File: config.mk
export PLATFORM = sky130hd
export DESIGN_NAME = pflash_bus_ctrl
export DESIGN_NICKNAME = d
export VERILOG_FILES = /design/src/rtl/pflash_bus_ctrl.sv
export SDC_FILE = /design/constraint.sdc
export NUM_CORES = 1
export LEC_CHECK = 0
export ABC_AREA = 0
export BUFFER_PORTS_ARGS = -buffer_cell sky130_fd_sc_hd__buf_4
export CAP_MARGIN = 20
export CELL_PAD_IN_SITES_DETAIL_PLACEMENT = 0
export CELL_PAD_IN_SITES_GLOBAL_PLACEMENT = 1
export CORE_ASPECT_RATIO = 0.6
export CORE_MARGIN = 2
export CORE_UTILIZATION = 41
export CTS_CLUSTER_SIZE = 28
export DETAILED_ROUTE_END_ITERATION = 10
export PLACE_DENSITY = 0.88
export SLEW_MARGIN = 5
export SYNTH_ARGS = -nofsm -noshare
export SYNTH_HDL_FRONTEND = slang
export SYNTH_SLANG_ARGS = --single-unit
export TNS_END_PERCENT = 30
File: constraint.sdc
create_clock -name clk -period 2.3 [get_ports clk]
set_input_delay 0.69 -clock clk [delete_from_list [all_inputs] [get_ports clk]]
set_output_delay 0.69 -clock clk [all_outputs]
set_load 0.05 [all_outputs]
File: src/rtl/pflash_bus_ctrl.sv
module pflash_bus_ctrl #(
  parameter int AW           = 17,
  parameter int DW           = 8,
  parameter int SECTOR_BYTES = 512,
  parameter int BOOT_SECTORS = 16,
  parameter bit TOP_BOOT     = 1'b1
) (
  input  logic          clk,
  input  logic          rst_n,
  input  logic          ce_n,
  input  logic          oe_n,
  input  logic          we_n,
  input  logic [AW-1:0] addr,
  input  logic [DW-1:0] din,
  input  logic          lock_set,
  input  logic          lock_clr,
  output logic          rd_drive,
  output logic          pgm_req,
  output logic [AW-1:0] pgm_addr,
  output logic [DW-1:0] pgm_data,
  output logic          boot_locked
);
  localparam int BOOT_LSB = $clog2(SECTOR_BYTES * BOOT_SECTORS);
  localparam logic [AW-1:0] KEY_A1 = AW'('h5555);
  localparam logic [AW-1:0] KEY_A2 = AW'('h2AAA);
  localparam logic [DW-1:0] KEY_D1 = DW'('hAA);
  localparam logic [DW-1:0] KEY_D2 = DW'('h55);
  localparam logic [DW-1:0] KEY_PG = DW'('hA0);

  typedef enum logic [1:0] {S_READ, S_KEY1, S_KEY2, S_SETUP} seq_t;

  logic [2:0] strb_q1, strb_s;
  logic ce_s, oe_s, we_s;
  logic rd_qual, wr_prev;
  logic wr_now, wr_start, wr_end;
  logic [AW-1:0] addr_lat;
  logic boot_hit;
  seq_t st;

  always_ff @(posedge clk or negedge rst_n)
    if (!rst_n) begin
      strb_q1 <= 3'b111;
      strb_s  <= 3'b111;
    end else begin
      strb_q1 <= {ce_n, oe_n, we_n};
      strb_s  <= strb_q1;
    end

  assign {ce_s, oe_s, we_s} = strb_s;
  assign wr_now   = ~ce_s & ~we_s;
  assign wr_start = wr_now & ~wr_prev;
  assign wr_end   = ~wr_now & wr_prev;

  always_ff @(posedge clk or negedge rst_n)
    if (!rst_n) begin
      rd_qual  <= 1'b0;
      rd_drive <= 1'b0;
    end else begin
      if (ce_s | oe_s)  rd_qual <= we_s;
      else if (!we_s)   rd_qual <= 1'b0;
      rd_drive <= ~ce_s & ~oe_s & we_s & rd_qual;
    end

  always_ff @(posedge clk or negedge rst_n)
    if (!rst_n) begin
      wr_prev  <= 1'b0;
      addr_lat <= '0;
    end else begin
      wr_prev <= wr_now;
      if (wr_start) addr_lat <= addr;
    end

  generate
    if (TOP_BOOT) begin : g_top_boot
      assign boot_hit = &addr_lat[AW-1:BOOT_LSB];
    end else begin : g_bot_boot
      assign boot_hit = ~|addr_lat[AW-1:BOOT_LSB];
    end
  endgenerate

  always_ff @(posedge clk or negedge rst_n)
    if (!rst_n)        boot_locked <= 1'b0;
    else if (lock_set) boot_locked <= 1'b1;
    else if (lock_clr) boot_locked <= 1'b0;

  always_ff @(posedge clk or negedge rst_n)
    if (!rst_n) begin
      st       <= S_READ;
      pgm_req  <= 1'b0;
      pgm_addr <= '0;
      pgm_data <= '0;
    end else begin
      pgm_req <= 1'b0;
      if (wr_end) begin
        st <= S_READ;
        unique case (st)
          S_READ:  if (addr_lat == KEY_A1 && din == KEY_D1) st <= S_KEY1;
          S_KEY1:  if (addr_lat == KEY_A2 && din == KEY_D2) st <= S_KEY2;
          S_KEY2:  if (addr_lat == KEY_A1 && din == KEY_PG) st <= S_SETUP;
          S_SETUP: if (!(boot_locked && boot_hit)) begin
                     pgm_req  <= 1'b1;
                     pgm_addr <= addr_lat;
                     pgm_data <= din;
                   end
          default: st <= S_READ;
        endcase
      end
    end

  function automatic logic in_boot(input logic [AW-1:0] a);
    return TOP_BOOT ? (&a[AW-1:BOOT_LSB]) : (~|a[AW-1:BOOT_LSB]);
  endfunction

  p_req_single_r5: assert property (@(posedge clk) disable iff (!rst_n)
    pgm_req |=> !pgm_req);
  p_req_from_setup_r5: assert property (@(posedge clk) disable iff (!rst_n)
    pgm_req |-> ($past(st) == S_SETUP && st == S_READ));
  p_seq_on_cycle_r6: assert property (@(posedge clk) disable iff (!rst_n)
    (st != $past(st)) |-> $past(wr_end));
  p_locked_boot_r9: assert property (@(posedge clk) disable iff (!rst_n)
    pgm_req |-> !($past(boot_locked) && in_boot(pgm_addr)));
  p_lock_pulse_r10: assert property (@(posedge clk) disable iff (!rst_n)
    (lock_clr && !lock_set) |=> !boot_locked);
  p_standby_quiet_r3: assert property (@(posedge clk) disable iff (!rst_n)
    ce_s |=> !rd_drive);
endmodule

==> flow_summary.toml, run 1 <==
[outcome]
status = "complete, no violations"

[global_route]
grt_max_degree = 56
first_global_vias = 1459
grt_use_total = 0.168
overflow = 0
antenna_found_initial = 0
grt_pass1_wl_mm = 7.66

[synth]
yosysWarnings = 0
synth_area_um2 = 2170
synth.top_cell.area_share = 0.565
syn_inst = 141
yosysSeqAreaShare = 0.638
post_synth.cell_area_avg_um2 = 15.4
yosys-top-cells-count = "49 x dfrtp_1, 39 x mux2_2, 7 x nand2_1"
ys_ff_latch = 55
syn_nets = 173
synth.area.top_cells = "dfrtp_1 57%, mux2_2 20%, dfstp_2 7.3%"
synth_area_leader_cell = "dfrtp_1"
yosysMostFrequentCell = "dfrtp_1"
synth_flop_cell = "dfrtp_1"
synth_cell_types = 31
ys_async_sr_fraction = 1.00
synth-edff-count = 0

[placed_design]
dp_slack_ps = 419
routabilityCongestion = 0.762
port_buffers = 59
placed_area_um2 = 2680
dp_hpwl_mm = 3.34

[clock_tree]
cts_buffers = 5
root_buffer = "clkbuf_8"
clockBufferDepth = 2
holdBufCountCts = 0
cts_setup_buffers = 0
insertion_delay_ps = 300
cts_resized = 0
tritoncts = "built"
cts.sinks = 55
htree_num_levels = 2
clk_pin_slew_ps = 90

[die]
die_y_um = 60.3
rows = 20
io_pins = 60
coreArea_um2 = 5080
start_util = 0.427
dieArea_um2 = 5910
die_w_um = 97.9

[critical_path]
cp_max_fo = 17
path_buf_inv = 1
cpMaxStageDelayCell = "dfstp_2"
cp_cell_sequence = "o21a_1, nand3_2, a31oi_4, buf_4, mux2_2"
crit_arrival_ps = 2030
max_stage_delay_ps = 590
criticalPathCategory = "reg2reg"
cp-start-kind = "flip-flop"
cp.required_ps = 2490
crit_family = "flip-flops"
critPathCaptureType = "flip-flop"

[sta]
setup_tns_ps = 0
max_slew_margin = 0.552
worst_pin_slew_ps = 672
skew_ps = 6.81
fmax_ghz = 0.544
hold_viol = 0
rsz0062_at_grt = "false"
fin_crit_ps = 1840
setup_violations = 0
finalCritPeriodShare = 0.799
finalWorstSetupSlack_ps = 461
drv_slew = 0

[cells_and_area]
areaGrowthSynthToFinish_pct = 28.4
fillCellCount = 447
final_area_um2 = 2790
drive_gt1_frac = 0.572
diodes = 0
nNetsFinal = 239

[drt]
drtIter0Drc = 35
drtAntennaViolNets = 0
vias = 1402
drc_errors = 0
firstDrtPassIters = 4
via_per_inst = 5.12
wl_mm = 4.52
wl_per_cell_um = 16.5

[power_and_ir_drop]
power_leakage_uw = 0.00124
total_power_uw = 2130
ir_worst_vdd_v = 0.000336
cellPowerDensity_nw_per_um2 = 766

[flow_run]
drv_cap = 0

[min_path]
hold_path.class = "reg2reg"
state kept, by name, indices dropped and copies added, names as in the netlist:
| register | cells |
|---|---|
| addr_lat | 17 |
| pgm_addr | 17 |
| pgm_data | 8 |
| strb_q1 | 3 |
| strb_s | 3 |
| st | 2 |
| boot_locked | 1 |
| pgm_req | 1 |
| rd_drive | 1 |
| rd_qual | 1 |
| wr_prev | 1 |
metal layers:
| metal | up-vias | GRT usage | wire length (um) |
|---|---|---|---|
| met1 | 707 | 0.259 | 2270 |
| met4 | 0 | 0.0298 | 25 |
| met5 | - | 0 | 0 |
| met2 | 43 | 0.244 | 1940 |
| met3 | 4 | 0.0461 | 288 |
| li1 | 648 | - | - |
power by group:
| part | internal [uW] | switching [uW] | leakage, uW |
|---|---|---|---|
| Clock | 274 | 304 | 0.0000505 |
| Combinational | 172 | 225 | 0.000533 |
| Sequential | 1070 | 89.1 | 0.000660 |
| Total | 1520 | 617 | 0.00124 |
placed cells by master (no fill, tap or decap), types with 2 or more instances in the layout:
cell	Yosys	routed
or4bb_1	2	2
nor4_1	3	3
dfrtp_1	49	49
nor4b_1	2	2
nor4bb_1	2	2
o22a_1	2	2
buf_4	0	62
nor3_1	2	2
mux2_2	39	39
o21ai_0	3	3
dfstp_2	6	6
nor2_1	3	3
nand2_1	7	7
nand4_1	2	2
clkbuf_8	0	7
worst paths after layout:
path | from | endpoint | slack [ps] | depth (start not counted)
max in group asynchronous | rst_n | st[0]$_DFFE_PN0P_ | 1430 | 1
setup reg to reg | strb_s[2]$_DFF_PN1_ | pgm_data[5]$_DFFE_PN0P_ | 460 | 5
hold / removal | strb_q1[1]$_DFF_PN1_ | strb_s[1]$_DFF_PN1_ | 360 | 0
min in group asynchronous | rst_n | addr_lat[7]$_DFFE_PN0P_ | 420 | 1
hold reg to reg | strb_q1[1]$_DFF_PN1_ | strb_s[1]$_DFF_PN1_ | 360 | 0
setup / recovery | strb_s[2]$_DFF_PN1_ | pgm_data[5]$_DFFE_PN0P_ | 460 | 5
area by class of cell:
class                           instances  area [um2]  area share
Multi-Input combinational cell         82         746       0.268
Sequential cell                        55        1380       0.497
Clock inverter                          1        7.51     0.00270
Timing Repair Buffer                   62         465       0.167
Inverter                                1        3.75     0.00135
Tap cell                               66        82.6      0.0296
Clock buffer                            7        96.3      0.0346
stage by stage:
| stage | hold slack (ps) | std cells | utilization |
|---|---|---|---|
| after CTS | 361 | 274 | 0.548 |
| after global routing | 366 | 274 | 0.548 |
| final | 360 | 274 | 0.548 |
| after detailed placement | 347 | 266 | 0.528 |
| after global placement | 346 | 266 | 0.528 |
| after floorplan | 345 | 141 | - |
logic make-up after synthesis:
group,count (synthesis),synth area share
buffers and inverters,4,0.0179
DFF,55,0.638
muxes,40,0.208
AOI/OAI and AO/OA,10,0.0392
and+or+nand+nor,32,0.0970
No activity file was read; power rests on OpenSTA's default activity.
==> run 2, diff against run 1 <==
ABC_AREA = 1   (was 0)
CORE_UTILIZATION = 35   (was 41)
PLACE_DENSITY = 0.85   (was 0.88)
clock period = 1.6 ns   (was 2.3 ns; I/O delays follow)
==> flow_summary.toml, run 2 <==
[critical_path]
cp.required_ps = 1800
crit_family = "flip-flops"
r2r_setup_slack_ps = 100
worst_path_most_repeated_cell = "nor2_4"
rr_worst_depth = 8
cp_cell_sequence = "nor2_4, nor2_4, inv_2, nor2_4, nand2_4, buf_4, nand2_1, o21ai_2"
cp_max_fo = 14
critPathCaptureType = "flip-flop"
path_buf_inv = 2
max_stage_delay_ps = 580
crit_arrival_ps = 1700
cp-start-kind = "flip-flop"
r2r_end = "pgm_data[5]$_DFFE_PN0P_"
rr_startpoint = "strb_s[2]$_DFF_PN1_"
criticalPathCategory = "reg2reg"
cpMaxStageDelayCell = "dfstp_2"

[sta]
max_slew_margin = 0.721
hold_viol = 0
skew_ps = 9.74
setup_tns_ps = 0
worst_pin_slew_ps = 418
setup_violations = 0
fmax_ghz = 0.668
fin_crit_ps = 1500
rsz0062_at_grt = "false"
drv_slew = 0
finalWorstSetupSlack_ps = 104
finalCritPeriodShare = 0.935

[placed_design]
port_buffers = 59
dp_slack_ps = 98.8
dp_hpwl_mm = 3.59
placedCellCount = 399
routabilityCongestion = 0.766

[cells_and_area]
areaGrowthSynthToFinish_pct = 27.6
diodes = 0
nNetsFinal = 351
instances_no_fill = 407
mostFrequentLayoutCell = "buf_4"
largest_registers = "addr_lat x17, pgm_addr x17, pgm_data x8"
fin_util = 0.457
drive_gt1_frac = 0.331
final_cell_mix = "62 x buf_4, 61 x nand2_1, 49 x dfrtp_1, 39 x nor2_1, 32 x inv_1"

[clock_tree]
cts_resized = 0
root_buffer = "clkbuf_8"
clockBufferDepth = 2
cts_setup_buffers = 0
insertion_delay_ps = 300
tritoncts = "built"
cts_buffers = 5
htree_num_levels = 2
clk_pin_slew_ps = 100
holdBufCountCts = 0
cts.sinks = 55

[synth]
synth_area_um2 = 2360
synth-edff-count = 0
synth_cell_types = 20
yosysMostFrequentCell = "nand2_1"
yosys-top-cells-count = "61 x nand2_1, 49 x dfrtp_1, 39 x nor2_1"
synth.area.top_cells = "dfrtp_1 52%, nand2_1 9.7%, o21ai_2 8.2%"
post_synth.cell_area_avg_um2 = 9.25
syn_inst = 255
synth.top_cell.area_share = 0.520
synth_area_leader_cell = "dfrtp_1"
ys_ff_latch = 55
syn_nets = 287
ys_async_sr_fraction = 1.00
yosysSeqAreaShare = 0.587
synth_flop_cell = "dfrtp_1"
yosysWarnings = 0

[min_path]
hold_path.class = "in2async"

[power_and_ir_drop]
power_leakage_uw = 0.00154
total_power_uw = 3060
cellPowerDensity_nw_per_um2 = 1020
ir_worst_vdd_v = 0.000472

[die]
coreArea_um2 = 6590
die_w_um = 110
io_pins = 60
dieArea_um2 = 7430
die_y_um = 67.6
start_util = 0.358
rows = 23

[flow_run]
drv_cap = 0

[outcome]
status = "complete, no violations"

[global_route]
grt_use_total = 0.146
overflow = 0
grt_max_degree = 35
first_global_vias = 1731
grt_pass1_wl_mm = 8.14
antenna_found_initial = 0

[drt]
drtIter0Drc = 95
drc_errors = 0
vias = 1728
wl_per_cell_um = 11.6
via_per_inst = 4.25
wl_mm = 4.72
firstDrtPassIters = 4
drtAntennaViolNets = 0
run 2: worst register-to-register path: stages (launching register included):
cell	delay, ps
dfstp_2	580
nor2_4	60
nor2_4	100
inv_2	70
nor2_4	100
nand2_4	140
buf_4	220
nand2_1	90
o21ai_2	50
run 2: power by group:
group,switching (uW),total [uW],internal [uW]
Combinational,472,713,240
Clock,426,733,307
Sequential,79.7,1610,1530
run 2: area by class of cell:
type | instances | area, um2
Clock buffer | 6 | 72.6
Clock inverter | 2 | 12.5
Fill cell | 666 | 3580
Inverter | 34 | 129
Multi-Input combinational cell | 158 | 778
Sequential cell | 55 | 1380
Tap cell | 87 | 109
Timing Repair Buffer | 65 | 526
run 2: how the worst max path moves through the flow:
stage | start | end | slack, ps | cells past startpoint
6_report | strb_s[2]$_DFF_PN1_ | pgm_data[5]$_DFFE_PN0P_ | 100 | 8
5_1_grt | strb_s[2]$_DFF_PN1_ | pgm_data[5]$_DFFE_PN0P_ | 1 | 8
4_1_cts | strb_s[2]$_DFF_PN1_ | pgm_data[5]$_DFFE_PN0P_ | 100 | 8
3_5_place_dp | strb_s[2]$_DFF_PN1_ | pgm_data[5]$_DFFE_PN0P_ | 100 | 8
3_3_place_gp | strb_s[2]$_DFF_PN1_ | pgm_data[6]$_DFFE_PN0P_ | 160 | 8
2_1_floorplan | boot_locked$_DFFE_PN0P_ | pgm_data[2]$_DFFE_PN0P_ | 280 | 6
run 2: per-layer routing:
metal  GRT usage  share of wire  vias to the layer above  routed length (um)
li1            -              -                      919                   -
met1       0.219           0.53                      759                2500
met2       0.208           0.40                       45                1890
met3      0.0386          0.062                        5                 293
met4      0.0380         0.0078                        0                  37
met5           0              0                        -                   0
run 2: kinds of logic after synthesis:
family	Yosys count	share of synthesized area
and+or+nand+nor	115	0.203
AOI/OAI and AO/OA	43	0.127
buffers and inverters	42	0.0833
DFF	55	0.587
run 2: through the flow:
step                      cell area, um2  hold WS, ps
final                               3010          102
after global routing                3010          117
after CTS                           3010          103
after detailed placement            2930          348
after global placement              2930          346
after floorplan                     2360          184
==> run 3, diff against run 2 <==
--- a/config.mk
+++ b/config.mk
@@ -14,6 +14,6 @@
 export CORE_MARGIN = 2
-export CORE_UTILIZATION = 35
+export CORE_UTILIZATION = 39
 export CTS_CLUSTER_SIZE = 28
 export DETAILED_ROUTE_END_ITERATION = 10
-export PLACE_DENSITY = 0.85
+export PLACE_DENSITY = 0.89
 export SLEW_MARGIN = 5
==> constraint.sdc (replaced) <==
create_clock -name clk -period 1.7 [get_ports clk]
set_input_delay 0.34 -clock clk [delete_from_list [all_inputs] [get_ports clk]]
set_output_delay 0.34 -clock clk [all_outputs]
set_load 0.05 [all_outputs]
==> flow_summary.toml, run 3 (synthesis results as in run 2) <==
[drt]
drtAntennaViolNets = 0
vias = 1787
wl_per_cell_um = 11.5
drc_errors = 0
firstDrtPassIters = 4
drtIter0Drc = 91
via_per_inst = 4.49
wl_mm = 4.56

[clock_tree]
cts_resized = 0
cts_buffers = 5
insertion_delay_ps = 310
clk_pin_slew_ps = 100
holdBufCountCts = 0
cts.sinks = 55
clockBufferDepth = 2
htree_num_levels = 2
cts_setup_buffers = 0
tritoncts = "built"
root_buffer = "clkbuf_8"

[die]
io_pins = 60
start_util = 0.414
die_y_um = 64.2
rows = 21
dieArea_um2 = 6710
die_w_um = 104
coreArea_um2 = 5700

[min_path]
hold_path.class = "in2async"

[global_route]
antenna_found_initial = 0
overflow = 0
grt_pass1_wl_mm = 7.58
grt_max_degree = 56
first_global_vias = 1590
grt_use_total = 0.144

[placed_design]
dp_hpwl_mm = 3.40
port_buffers = 59
dp_slack_ps = 227
placedCellCount = 390
routabilityCongestion = 0.753

[critical_path]
cpMaxStageDelayCell = "dfstp_2"
crit_arrival_ps = 1680
cp_cell_sequence = "nor2_4, nor2_4, inv_2, nor2_4, nand2_4, buf_4, nand2_1, o21ai_2"
cp-start-kind = "flip-flop"
worst_path_most_repeated_cell = "nor2_4"
critPathCaptureType = "flip-flop"
r2r_setup_slack_ps = 210
max_stage_delay_ps = 580
cp.required_ps = 1890
cp_max_fo = 32
criticalPathCategory = "reg2reg"

[cells_and_area]
final_cell_mix = "63 x buf_4, 61 x nand2_1, 49 x dfrtp_1, 39 x nor2_1, 32 x inv_1"
mostFrequentLayoutCell = "buf_4"
instances_no_fill = 398
largest_registers = "addr_lat x17, pgm_addr x17, pgm_data x8"
drive_gt1_frac = 0.330
areaGrowthSynthToFinish_pct = 26.4
nNetsFinal = 349
diodes = 0

[sta]
skew_ps = 7.01
hold_viol = 0
drv_slew = 0
worst_pin_slew_ps = 670
setup_tns_ps = 0
max_slew_margin = 0.553
fin_crit_ps = 1490
finalCritPeriodShare = 0.874
finalWorstSetupSlack_ps = 214
setup_violations = 0
rsz0062_at_grt = "false"
fmax_ghz = 0.673
hold_ws_ps = 57.9

[power_and_ir_drop]
power_frac_comb = 0.216
total_power_uw = 3060
power_leakage_uw = 0.00153
seqPwrFrac = 0.494
cellPowerDensity_nw_per_um2 = 1030
sw_frac_of_total = 0.303
p_clk_frac = 0.290
p_sw_uw = 928
ir_worst_vdd_v = 0.000368
intPower_uw = 2140

[flow_run]
drv_cap = 0

[outcome]
status = "complete, no violations"
-- run 3: cell count changes in the layout (fill, tap and decap cells not counted), sizes merged --
| cell | change |
|---|---|
| buf | -2 |
| clkinvlp | -1 |
| bufinv | +1 |
-- run 3: power groups by stage --
| stage | clock [uW] | combinational, uW | sequential (uW) |
|---|---|---|---|
| global placement | 0 | 660 | 1540 |
| CTS | 910 | 669 | 1520 |
| global route | 973 | 717 | 1530 |
| detailed placement | 0 | 667 | 1540 |
| finish | 889 | 660 | 1510 |
| floorplan | 0 | 224 | 1730 |
-- run 3: area by class of cell --
| cell class | instances | area (um2) |
|---|---|---|
| fill | 554 | 2720 |
| sequential | 55 | 1380 |
| multi-input combinational | 158 | 778 |
| timing repair buffer | 63 | 473 |
| inverter | 34 | 129 |
| tap | 80 | 100 |
| clock buffer | 6 | 82.6 |
| clock inverter | 2 | 35.0 |
-- run 3: final timing paths --
path | depth (start not counted) | startpoint | end
worst min-delay path | 1 | rst_n | pgm_data[1]$_DFFE_PN0P_
worst max-delay path | 8 | strb_s[2]$_DFF_PN1_ | pgm_addr[7]$_DFFE_PN0P_
worst max register to register | 8 | strb_s[2]$_DFF_PN1_ | pgm_addr[7]$_DFFE_PN0P_
worst min register to register | 0 | strb_q1[0]$_DFF_PN1_ | strb_s[0]$_DFF_PN1_
max in group asynchronous | 1 | rst_n | rd_drive$_DFF_PN0_
min in group clk | 1 | oe_n | strb_q1[1]$_DFF_PN1_
-- run 3: metal layers --
layer / up-vias / GRT usage / routed length, um
li1: 915 / - / -
met1: 808 / 0.222 / 2480
met2: 57 / 0.191 / 1720
met3: 7 / 0.0418 / 314
met4: 0 / 0.0456 / 55
met5: - / 0 / 0
-- run 3: worst max-delay path: cells and delay by family, from the launching register on --
| kind | cells | cell delay [ps] |
|---|---|---|
| buffers and inverters | 2 | 300 |
| DFF | 1 | 580 |
| and+or+nand+nor | 5 | 430 |
| AOI/OAI and AO/OA | 1 | 50 |
-- run 3: through the flow --
stage	instance area, um2	util
5_1_grt	2980	0.523
6_report	2980	0.523
2_1_floorplan	2360	-
3_3_place_gp	2860	0.502
4_1_cts	2980	0.523
3_5_place_dp	2860	0.502
